===== config.mk =====
export PLATFORM = sky130hd
export DESIGN_NAME = rx_status_unit
export DESIGN_NICKNAME = d
export VERILOG_FILES = /design/src/rtl/rsf_pkg.sv /design/src/rtl/rsf_flag_cell.sv /design/src/rtl/rsf_hold_reg.sv /design/src/rtl/rsf_idle_gate.sv /design/src/rtl/rx_status_unit.sv
export SDC_FILE = /design/constraint.sdc
export NUM_CORES = 1
export LEC_CHECK = 0
export ABC_AREA = 1
export BUFFER_PORTS_ARGS = -buffer_cell sky130_fd_sc_hd__buf_2
export CORE_MARGIN = 5
export CORE_UTILIZATION = 25
export DETAILED_ROUTE_END_ITERATION = 6
export GPL_ROUTABILITY_DRIVEN = 0
export GPL_TIMING_DRIVEN = 0
export SLEW_MARGIN = 20
export SYNTH_ARGS = -nofsm -noshare
export SYNTH_HDL_FRONTEND = slang
export SYNTH_SLANG_ARGS = --single-unit

===== constraint.sdc =====
create_clock -name clk -period 1.3 [get_ports clk]
set_input_delay 0.195 -clock clk [delete_from_list [all_inputs] [get_ports clk]]
set_output_delay 0.195 -clock clk [all_outputs]
set_load 0.01 [all_outputs]

===== src/rtl/rsf_pkg.sv =====
package rsf_pkg;
  localparam int NFLAG   = 3;
  localparam int F_FULL  = 0;
  localparam int F_OVR   = 1;
  localparam int F_IDLE  = 2;

  // Status word: flag vector in the low bits, zero above.
  function automatic logic [31:0] pack_status(input logic [NFLAG-1:0] flags);
    logic [31:0] w;
    w = '0;
    w[NFLAG-1:0] = flags;
    return w;
  endfunction

  // A character is accepted when the holding register is free or is being freed.
  function automatic logic accept_char(input logic done, input logic full, input logic clr);
    return done && !(full && !clr);
  endfunction
endpackage


===== src/rtl/rsf_flag_cell.sv =====
module rsf_flag_cell (
  input  logic clk,
  input  logic rst_n,
  input  logic set_i,
  input  logic stat_rd_i,
  input  logic data_rd_i,
  output logic flag_o,
  output logic armed_o
);
  logic flag_q, armed_q, clr_w;

  assign clr_w = data_rd_i && armed_q;

  always_ff @(posedge clk) begin
    if (!rst_n) begin
      flag_q  <= 1'b0;
      armed_q <= 1'b0;
    end else begin
      if (set_i)      flag_q <= 1'b1;
      else if (clr_w) flag_q <= 1'b0;
      if (stat_rd_i)      armed_q <= flag_q;
      else if (data_rd_i) armed_q <= 1'b0;
    end
  end

  assign flag_o  = flag_q;
  assign armed_o = armed_q;


  fell_needs_pair_chk: assert property (@(posedge clk) disable iff (!rst_n)
    $fell(flag_q) |-> $past(data_rd_i && armed_q));

  arm_from_status_chk: assert property (@(posedge clk) disable iff (!rst_n)
    $rose(armed_q) |-> $past(stat_rd_i && flag_q));
endmodule


===== src/rtl/rsf_hold_reg.sv =====
module rsf_hold_reg #(
  parameter int DW = 8
) (
  input  logic          clk,
  input  logic          rst_n,
  input  logic          load_i,
  input  logic [DW-1:0] din_i,
  output logic [DW-1:0] dout_o
);
  logic [DW-1:0] hold_q;

  always_ff @(posedge clk) begin
    if (!rst_n)      hold_q <= '0;
    else if (load_i) hold_q <= din_i;
  end

  assign dout_o = hold_q;


  hold_stable_chk: assert property (@(posedge clk) disable iff (!rst_n)
    !load_i |=> $stable(hold_q));
endmodule


===== src/rtl/rsf_idle_gate.sv =====
module rsf_idle_gate (
  input  logic clk,
  input  logic rst_n,
  input  logic accept_i,
  input  logic line_idle_i,
  input  logic clr_idle_i,
  output logic set_idle_o,
  output logic rearm_o
);
  logic rearm_q;

  always_ff @(posedge clk) begin
    if (!rst_n)          rearm_q <= 1'b0;
    else if (accept_i)   rearm_q <= 1'b1;
    else if (clr_idle_i) rearm_q <= 1'b0;
  end

  assign set_idle_o = line_idle_i && rearm_q && !clr_idle_i;
  assign rearm_o    = rearm_q;


  rearm_source_chk: assert property (@(posedge clk) disable iff (!rst_n)
    $rose(rearm_q) |-> $past(accept_i));
endmodule


===== src/rtl/rx_status_unit.sv =====
module rx_status_unit #(
  parameter int DW = 8
) (
  input  logic          clk,
  input  logic          rst_n,
  input  logic          char_done,
  input  logic [DW-1:0] char_data,
  input  logic          line_idle,
  input  logic          rd_en,
  input  logic          rd_sel,
  output logic [DW-1:0] rd_data,
  input  logic          ovr_ie,
  input  logic          rx_ie,
  output logic          err_irq,
  output logic          rx_irq
);
  import rsf_pkg::*;

  localparam int SW = (DW < NFLAG) ? NFLAG : DW;

  logic             stat_rd, data_rd;
  logic [NFLAG-1:0] flag_v, armed_v, set_v, clr_v;
  logic             accept, overrun_evt, set_idle, rearm;
  logic [DW-1:0]    hold;
  logic [31:0]      status_w;

  assign stat_rd = rd_en && !rd_sel;
  assign data_rd = rd_en &&  rd_sel;

  // Named clear events, one per flag.
  assign clr_v = armed_v & {NFLAG{data_rd}};

  assign accept      = accept_char(char_done, flag_v[F_FULL], clr_v[F_FULL]);
  assign overrun_evt = char_done && !accept;

  assign set_v[F_FULL] = accept;
  assign set_v[F_OVR]  = overrun_evt;
  assign set_v[F_IDLE] = set_idle;

  genvar gi;
  generate
    for (gi = 0; gi < NFLAG; gi++) begin : g_flag
      rsf_flag_cell u_cell (
        .clk       (clk),
        .rst_n     (rst_n),
        .set_i     (set_v[gi]),
        .stat_rd_i (stat_rd),
        .data_rd_i (data_rd),
        .flag_o    (flag_v[gi]),
        .armed_o   (armed_v[gi])
      );
    end
  endgenerate

  rsf_hold_reg #(.DW(DW)) u_hold (
    .clk    (clk),
    .rst_n  (rst_n),
    .load_i (accept),
    .din_i  (char_data),
    .dout_o (hold)
  );

  rsf_idle_gate u_idle (
    .clk         (clk),
    .rst_n       (rst_n),
    .accept_i    (accept),
    .line_idle_i (line_idle),
    .clr_idle_i  (clr_v[F_IDLE]),
    .set_idle_o  (set_idle),
    .rearm_o     (rearm)
  );

  assign status_w = pack_status(flag_v);

  always_comb begin
    if (rd_sel) rd_data = hold;
    else        rd_data = status_w[DW-1:0];
  end

  assign err_irq = flag_v[F_OVR]  && ovr_ie;
  assign rx_irq  = flag_v[F_FULL] && rx_ie;


  overrun_keeps_hold_chk: assert property (@(posedge clk) disable iff (!rst_n)
    (char_done && flag_v[F_FULL] && !clr_v[F_FULL]) |=> (flag_v[F_OVR] && $stable(hold)));

  load_on_clear_chk: assert property (@(posedge clk) disable iff (!rst_n)
    (char_done && clr_v[F_FULL]) |=> (flag_v[F_FULL] && hold == $past(char_data)));

  idle_needs_rearm_chk: assert property (@(posedge clk) disable iff (!rst_n)
    $rose(flag_v[F_IDLE]) |-> $past(rearm && line_idle));

  err_irq_gate_chk: assert property (@(posedge clk) disable iff (!rst_n)
    err_irq |-> (ovr_ie && rd_sel) || (ovr_ie && status_w[F_OVR]));

  rx_irq_gate_chk: assert property (@(posedge clk) disable iff (!rst_n)
    $rose(rx_irq) |-> (rx_ie && ($past(accept) || $rose(rx_ie))));

  reset_clears_chk: assert property (@(posedge clk)
    !rst_n |=> (flag_v == '0 && armed_v == '0 && hold == '0 && !rearm));
endmodule


==> results of run 1 <==
synth_stat cells, drive strengths merged:
| cell | n |
|---|---|
| o21ai | 3 |
| a21oi | 15 |
| clkbuf | 1 |
| nor2 | 9 |
| inv | 17 |
| nand2 | 29 |
| dfxtp | 15 |
| buf | 5 |
| nand3 | 12 |
metrics by stage:
| step | power [mW] | instance area (sq um) |
|---|---|---|
| CTS | 0.984 | 913 |
| global route | 1.04 | 913 |
| detailed placement | 0.722 | 886 |
| global placement | 0.718 | 886 |
| floorplan | 0.656 | 732 |
| finish | 0.966 | 913 |
worst max path at each step:
stage	to	depth (start not counted)	slack, ns	start
global placement	rd_data[0]	6	0.17	rd_sel
floorplan	u_hold.dout_o[0]$_SDFFE_PN0P_	4	0.41	g_flag[0].u_cell.flag_o$_SDFFE_PN0P_
global route	rd_data[0]	3	0.002	g_flag[0].u_cell.flag_o$_SDFFE_PN0P_
finish	rd_data[0]	3	0.08	g_flag[0].u_cell.flag_o$_SDFFE_PN0P_
detailed placement	rd_data[0]	6	0.18	rd_sel
CTS	rd_data[0]	3	0.05	g_flag[0].u_cell.flag_o$_SDFFE_PN0P_
kinds of logic after synthesis:
| logic type | Yosys count | synth area share |
|---|---|---|
| AOI/OAI and AO/OA | 18 | 0.123 |
| buffers and inverters | 23 | 0.152 |
| DFF | 15 | 0.410 |
| and+or+nand+nor | 50 | 0.315 |
where the power goes:
| group | total (mW) | switching (mW) | internal, mW |
|---|---|---|---|
| registers | 0.518 | 0.0226 | 0.496 |
| clock network | 0.258 | 0.144 | 0.114 |
| logic | 0.190 | 0.105 | 0.0850 |
routing by layer:
metal  wire (um)  part of all wire  GRT usage  up-vias
li1            -                 -          -      380
met1         777              0.48      0.111      307
met2         736              0.45      0.142       21
met3         113             0.069     0.0280        0
met4           0                 0     0.0305        0
met5           0                 0          0        -
cell type report:
cell class	count	area share
multi-input combinational	68	0.351
clock buffer	3	0.0247
clock inverter	1	0.00548
sequential	15	0.329
buffer	6	0.0521
tap	31	0.0425
timing repair buffer	23	0.126
inverter	17	0.0699
flip-flops by register name (all words and copies together), names as in the netlist:
signal,cells
u_hold.dout_o,8
g_flag.u_cell.flag_o,3
g_flag.u_cell.armed_o,3
u_idle.rearm_o,1
layout by cell type, fill, tap and decap left out, types with 2 or more instances in the layout:
cell type / netlist / layout
a21oi_1: 15 / 15
buf_2: 2 / 25
clkbuf_4: 0 / 3
dfxtp_1: 15 / 15
inv_1: 17 / 17
nand2_1: 27 / 27
nand2_4: 2 / 2
nand3_1: 11 / 11
nor2_1: 9 / 9
o21ai_0: 3 / 3
==> results_dict.tcl, run 1 <==
set metrics [dict create \
    run_status "finished clean" \
    yosys.area.top_type "dfxtp_1" \
    drive_gt1_frac 0.263 \
    crit_path_top_delay_cell "dfxtp_1" \
    syn_inst 106 \
    dieHeight_um 64.1 \
    synth_top_area_share 0.410 \
    min_path_cells 2 \
    leakage_nw 0.525 \
    start_kind "register" \
    ant_nets 0 \
    r2r-start "g_flag[0].u_cell.flag_o$_SDFFE_PN0P_" \
    r2r_slack_ns 0.29 \
    dp_hpwl_um 1300 \
    grt_overflow 0 \
    path_cells "nand2_1 > nand2_1 > buf_2" \
    final_nets 150 \
    insertion_delay_ns 0.28 \
    viasPerCell 4.32 \
    ys_warn_count 0 \
    worst_pin_slew_ns 0.452 \
    drcViolationCount 0 \
    crit_top_cell "nand2_1" \
    worstHoldStart "rd_en" \
    io_buffers 23 \
    track_usage 0.0884 \
    cts_tree "done" \
    cts_made_buffers 3 \
    dr.pass1.iters 4 \
    cp_slowest_stage_delay_ns 0.45 \
    hold_path.class "in2reg" \
    max_freq_mhz 818 \
    r2r_end "u_hold.dout_o[7]$_SDFFE_PN0P_" \
    rsz0062_at_grt "no" \
    synth_area_sq_um 732 \
    initial_core_util 0.263 \
    clk_pin_slew_ns 0.09 \
    synth_nets 122 \
    fin_crit_ns 1.22 \
    root_buffer "clkbuf_4" \
    drt_iter0_drc 9 \
    arrival_ns 1.03 \
    multi_input_area_sq_um 320 \
    path_class "reg2out" \
    grt_pass1_wl_um 2980 \
    end_kind "output port" \
    ys_ff_latch 15 \
    cts_setup_buffers 0 \
    cts_resized 0 \
    die_width_um 64.1 \
    power_density_mw_per_mm2 1060 \
    layout_setup_ws_ns 0.0775 \
    r2r_cells 4 \
    seqCellArea_sq_um 300 \
    fin_cells 164 \
    fillCellCount 320 \
    dp_slack_ns 0.177 \
    critPathMaxFanout 4 \
    die_area_sq_mm 0.00411 \
    ys_seq_area_frac 0.410 \
    cp_top_family "flip-flops" \
    final.setup.tns_ns 0 \
    grt_max_degree 11 \
    pin_count 26 \
    setup_viol 0 \
    syn2layout_area_growth_pct 24.8 \
    coreArea_sq_mm 0.00278 \
    htreeDepth 1 \
    relSlewSlack 0.699 \
    finalCoreUtilization 0.328 \
    synth_cell_types 14 \
    via_count 708 \
    drv_slew 0 \
    irDropWorstVdd_mv 0.590 \
    hold_slack_ns 0.131 \
    wirelength_um 1630 \
    required_ns 1.11 \
    grt_pass1_vias 718 \
    clock_skew_ns 0.00763 \
    hold_end "g_flag[2].u_cell.armed_o$_SDFFE_PN0P_" \
    avgRoutedWirePerCell_um 9.91 \
    postSynthAreaPerCell_sq_um 6.91 \
    row_count 19 \
    antenna_found_initial 0 \
    finalHoldViolCount 0 \
    hold_buffers 0 \
    n_antenna_cell 0 \
    dp.cells 160 \
    cts.sinks 15 \
    crit_buf_inv 1 \
    ys_top_cells_by_area "dfxtp_1 41%, nand2_1 14%, a21oi_1 10%, inv_1 8.7%, nand3_1 7.5%" \
    fin_crit_sh 0.940 \
    clk_path_buf_depth 2 \
    cap_violations 0 \
]
Power figures use the tool's default switching activity.
==> run 2: changes to the inputs <==
--- a/config.mk
+++ b/config.mk
@@ -12,6 +12,7 @@
 export DETAILED_ROUTE_END_ITERATION = 6
 export GPL_ROUTABILITY_DRIVEN = 0
 export GPL_TIMING_DRIVEN = 0
+export RECOVER_POWER = 25
 export SLEW_MARGIN = 20
 export SYNTH_ARGS = -nofsm -noshare
 export SYNTH_HDL_FRONTEND = slang
==> constraint.sdc (replaced) <==
create_clock -name clk -period 1.1 [get_ports clk]
set_input_delay 0.165 -clock clk [delete_from_list [all_inputs] [get_ports clk]]
set_output_delay 0.165 -clock clk [all_outputs]
set_load 0.01 [all_outputs]
==> run 2 against run 1 <==
Against the previous run:
- count of clock-buffer cells in the layout stayed put
- utilization is 0.76 points higher
- wire length is 0.43% higher
- via count is 0.28% higher
- critical path type unchanged
- critical endpoint is now rd_data[1]
==> results_dict.tcl, run 2 (same netlist as run 1, synthesis figures left out) <==
set metrics [dict create \
    run_status "finished clean" \
    final.setup.tns_ns 0 \
    root_buffer "clkbuf_4" \
    n_antenna_cell 0 \
    cts_made_buffers 3 \
    grt_max_degree 11 \
    start_kind "register" \
    setup_viol 0 \
    grt_pass1_wl_um 2990 \
    drcViolationCount 0 \
    stdcell_area_sq_um 935 \
    hold_buffers 0 \
    pin_count 26 \
    path_class "reg2out" \
    clk_path_buf_depth 2 \
    track_usage 0.0888 \
    fin_crit_ns 1.05 \
    multi_input_area_sq_um 325 \
    drv_slew 0 \
    irDropWorstVdd_mv 0.695 \
    ant_nets 0 \
    die_area_sq_mm 0.00411 \
    htreeDepth 1 \
    drive_gt1_frac 0.306 \
    crit_buf_inv 1 \
    crit_top_cell "nand2_1" \
    arrival_ns 0.88 \
    relSlewSlack 0.696 \
    insertion_delay_ns 0.28 \
    avgRoutedWirePerCell_um 9.90 \
    dr.pass1.iters 4 \
    final_cell_mix "25 x nand2_1, 24 x buf_2, 17 x inv_1" \
    drt_iter0_drc 7 \
    leakage_nw 0.533 \
    hold_path.class "in2reg" \
    cap_violations 0 \
    io_buffers 23 \
    seqCellArea_sq_um 307 \
    wirelength_um 1630 \
    rsz0062_at_grt "yes" \
    cp_top_family "flip-flops" \
    path_cells "nand2_1 > nand2_1 > buf_2" \
    viasPerCell 4.30 \
    hold_slack_ns 0.103 \
    max_freq_mhz 953 \
    worst_pin_slew_ns 0.455 \
    grt_pass1_vias 724 \
    dieHeight_um 64.1 \
    layout_commonest_cell "nand2_1" \
    die_width_um 64.1 \
    crit_path_top_delay_cell "dfxtp_2" \
    syn2layout_area_growth_pct 27.7 \
    via_count 710 \
    initial_core_util 0.263 \
    fillCellCount 321 \
    cp_slowest_stage_delay_ns 0.35 \
    coreArea_sq_mm 0.00278 \
    cts_tree "done" \
    antenna_found_initial 0 \
    power_density_mw_per_mm2 1230 \
    cts.sinks 15 \
    dp_hpwl_um 1300 \
    critPathMaxFanout 3 \
    largest_register_ffs 8 \
    clock_skew_ns 0.00700 \
    fin_crit_sh 0.954 \
    grt_overflow 0 \
    end_kind "output port" \
    post_dp_cell_area_sq_um 886 \
    clk_pin_slew_ns 0.09 \
    finalHoldViolCount 0 \
    row_count 19 \
    required_ns 0.94 \
    final_nets 151 \
]
-- run 2: cell count changes in the layout (fill, tap and decap cells not counted), sizes merged --
| cell | delta |
|---|---|
| clkbuf | +1 |
-- run 2: final cells by class --
| type | count | share of cell area |
|---|---|---|
| Buffer | 6 | 0.0535 |
| Timing Repair Buffer | 24 | 0.131 |
| Inverter | 17 | 0.0683 |
| Clock buffer | 3 | 0.0241 |
| Sequential cell | 15 | 0.328 |
| Clock inverter | 1 | 0.00535 |
| Multi-Input combinational cell | 68 | 0.348 |
| Tap cell | 31 | 0.0415 |
-- run 2: worst register-to-register path: stages (launching register included) --
cell	delay, ns
dfxtp_4	0.37
buf_4	0.12
nand2_4	0.09
buf_8	0.15
a21oi_1	0.12
nor2_1	0.06
-- run 2: worst paths after layout --
check / start / end / slack (ns) / cells past startpoint
worst max-delay path: g_flag[1].u_cell.flag_o$_SDFFE_PN0P_ / rd_data[1] / 0.05 / 3
worst min register to register: u_idle.rearm_o$_SDFFE_PN0P_ / u_idle.rearm_o$_SDFFE_PN0P_ / 0.48 / 2
worst min-delay path: rd_en / g_flag[0].u_cell.armed_o$_SDFFE_PN0P_ / 0.10 / 2
worst max register to register: g_flag[0].u_cell.flag_o$_SDFFE_PN0P_ / u_hold.dout_o[7]$_SDFFE_PN0P_ / 0.10 / 5
-- run 2: repair_timing --
item                       CTS  global route
resized for setup            4             3
cloned                       0             0
setup endpoints to repair    3             6
buffers inserted             1             0
pin swaps                    0             1
-- run 2: per-stage QoR --
step | setup WS (ns) | std cells | power (mW) | util
after global placement | 0.0268 | 160 | 0.849 | 0.318
after detailed placement | 0.0370 | 160 | 0.854 | 0.318
after CTS | 0.0116 | 165 | 1.17 | 0.334
final | 0.0506 | 165 | 1.15 | 0.336
after floorplan | 0.210 | 106 | 0.775 | -
after global routing | -0.0145 | 165 | 1.24 | 0.336
-- run 2: routing by layer --
metal | wire length [um] | up-vias | track usage
li1 | - | 382 | -
met1 | 775 | 309 | 0.111
met2 | 749 | 19 | 0.143
met3 | 108 | 0 | 0.0280
met4 | 0 | 0 | 0.0305
met5 | 0 | - | 0
-- run 2: where the power goes --
group          switching (mW)  internal [mW]
clock network           0.169          0.135
registers              0.0249          0.587
logic                   0.129          0.106
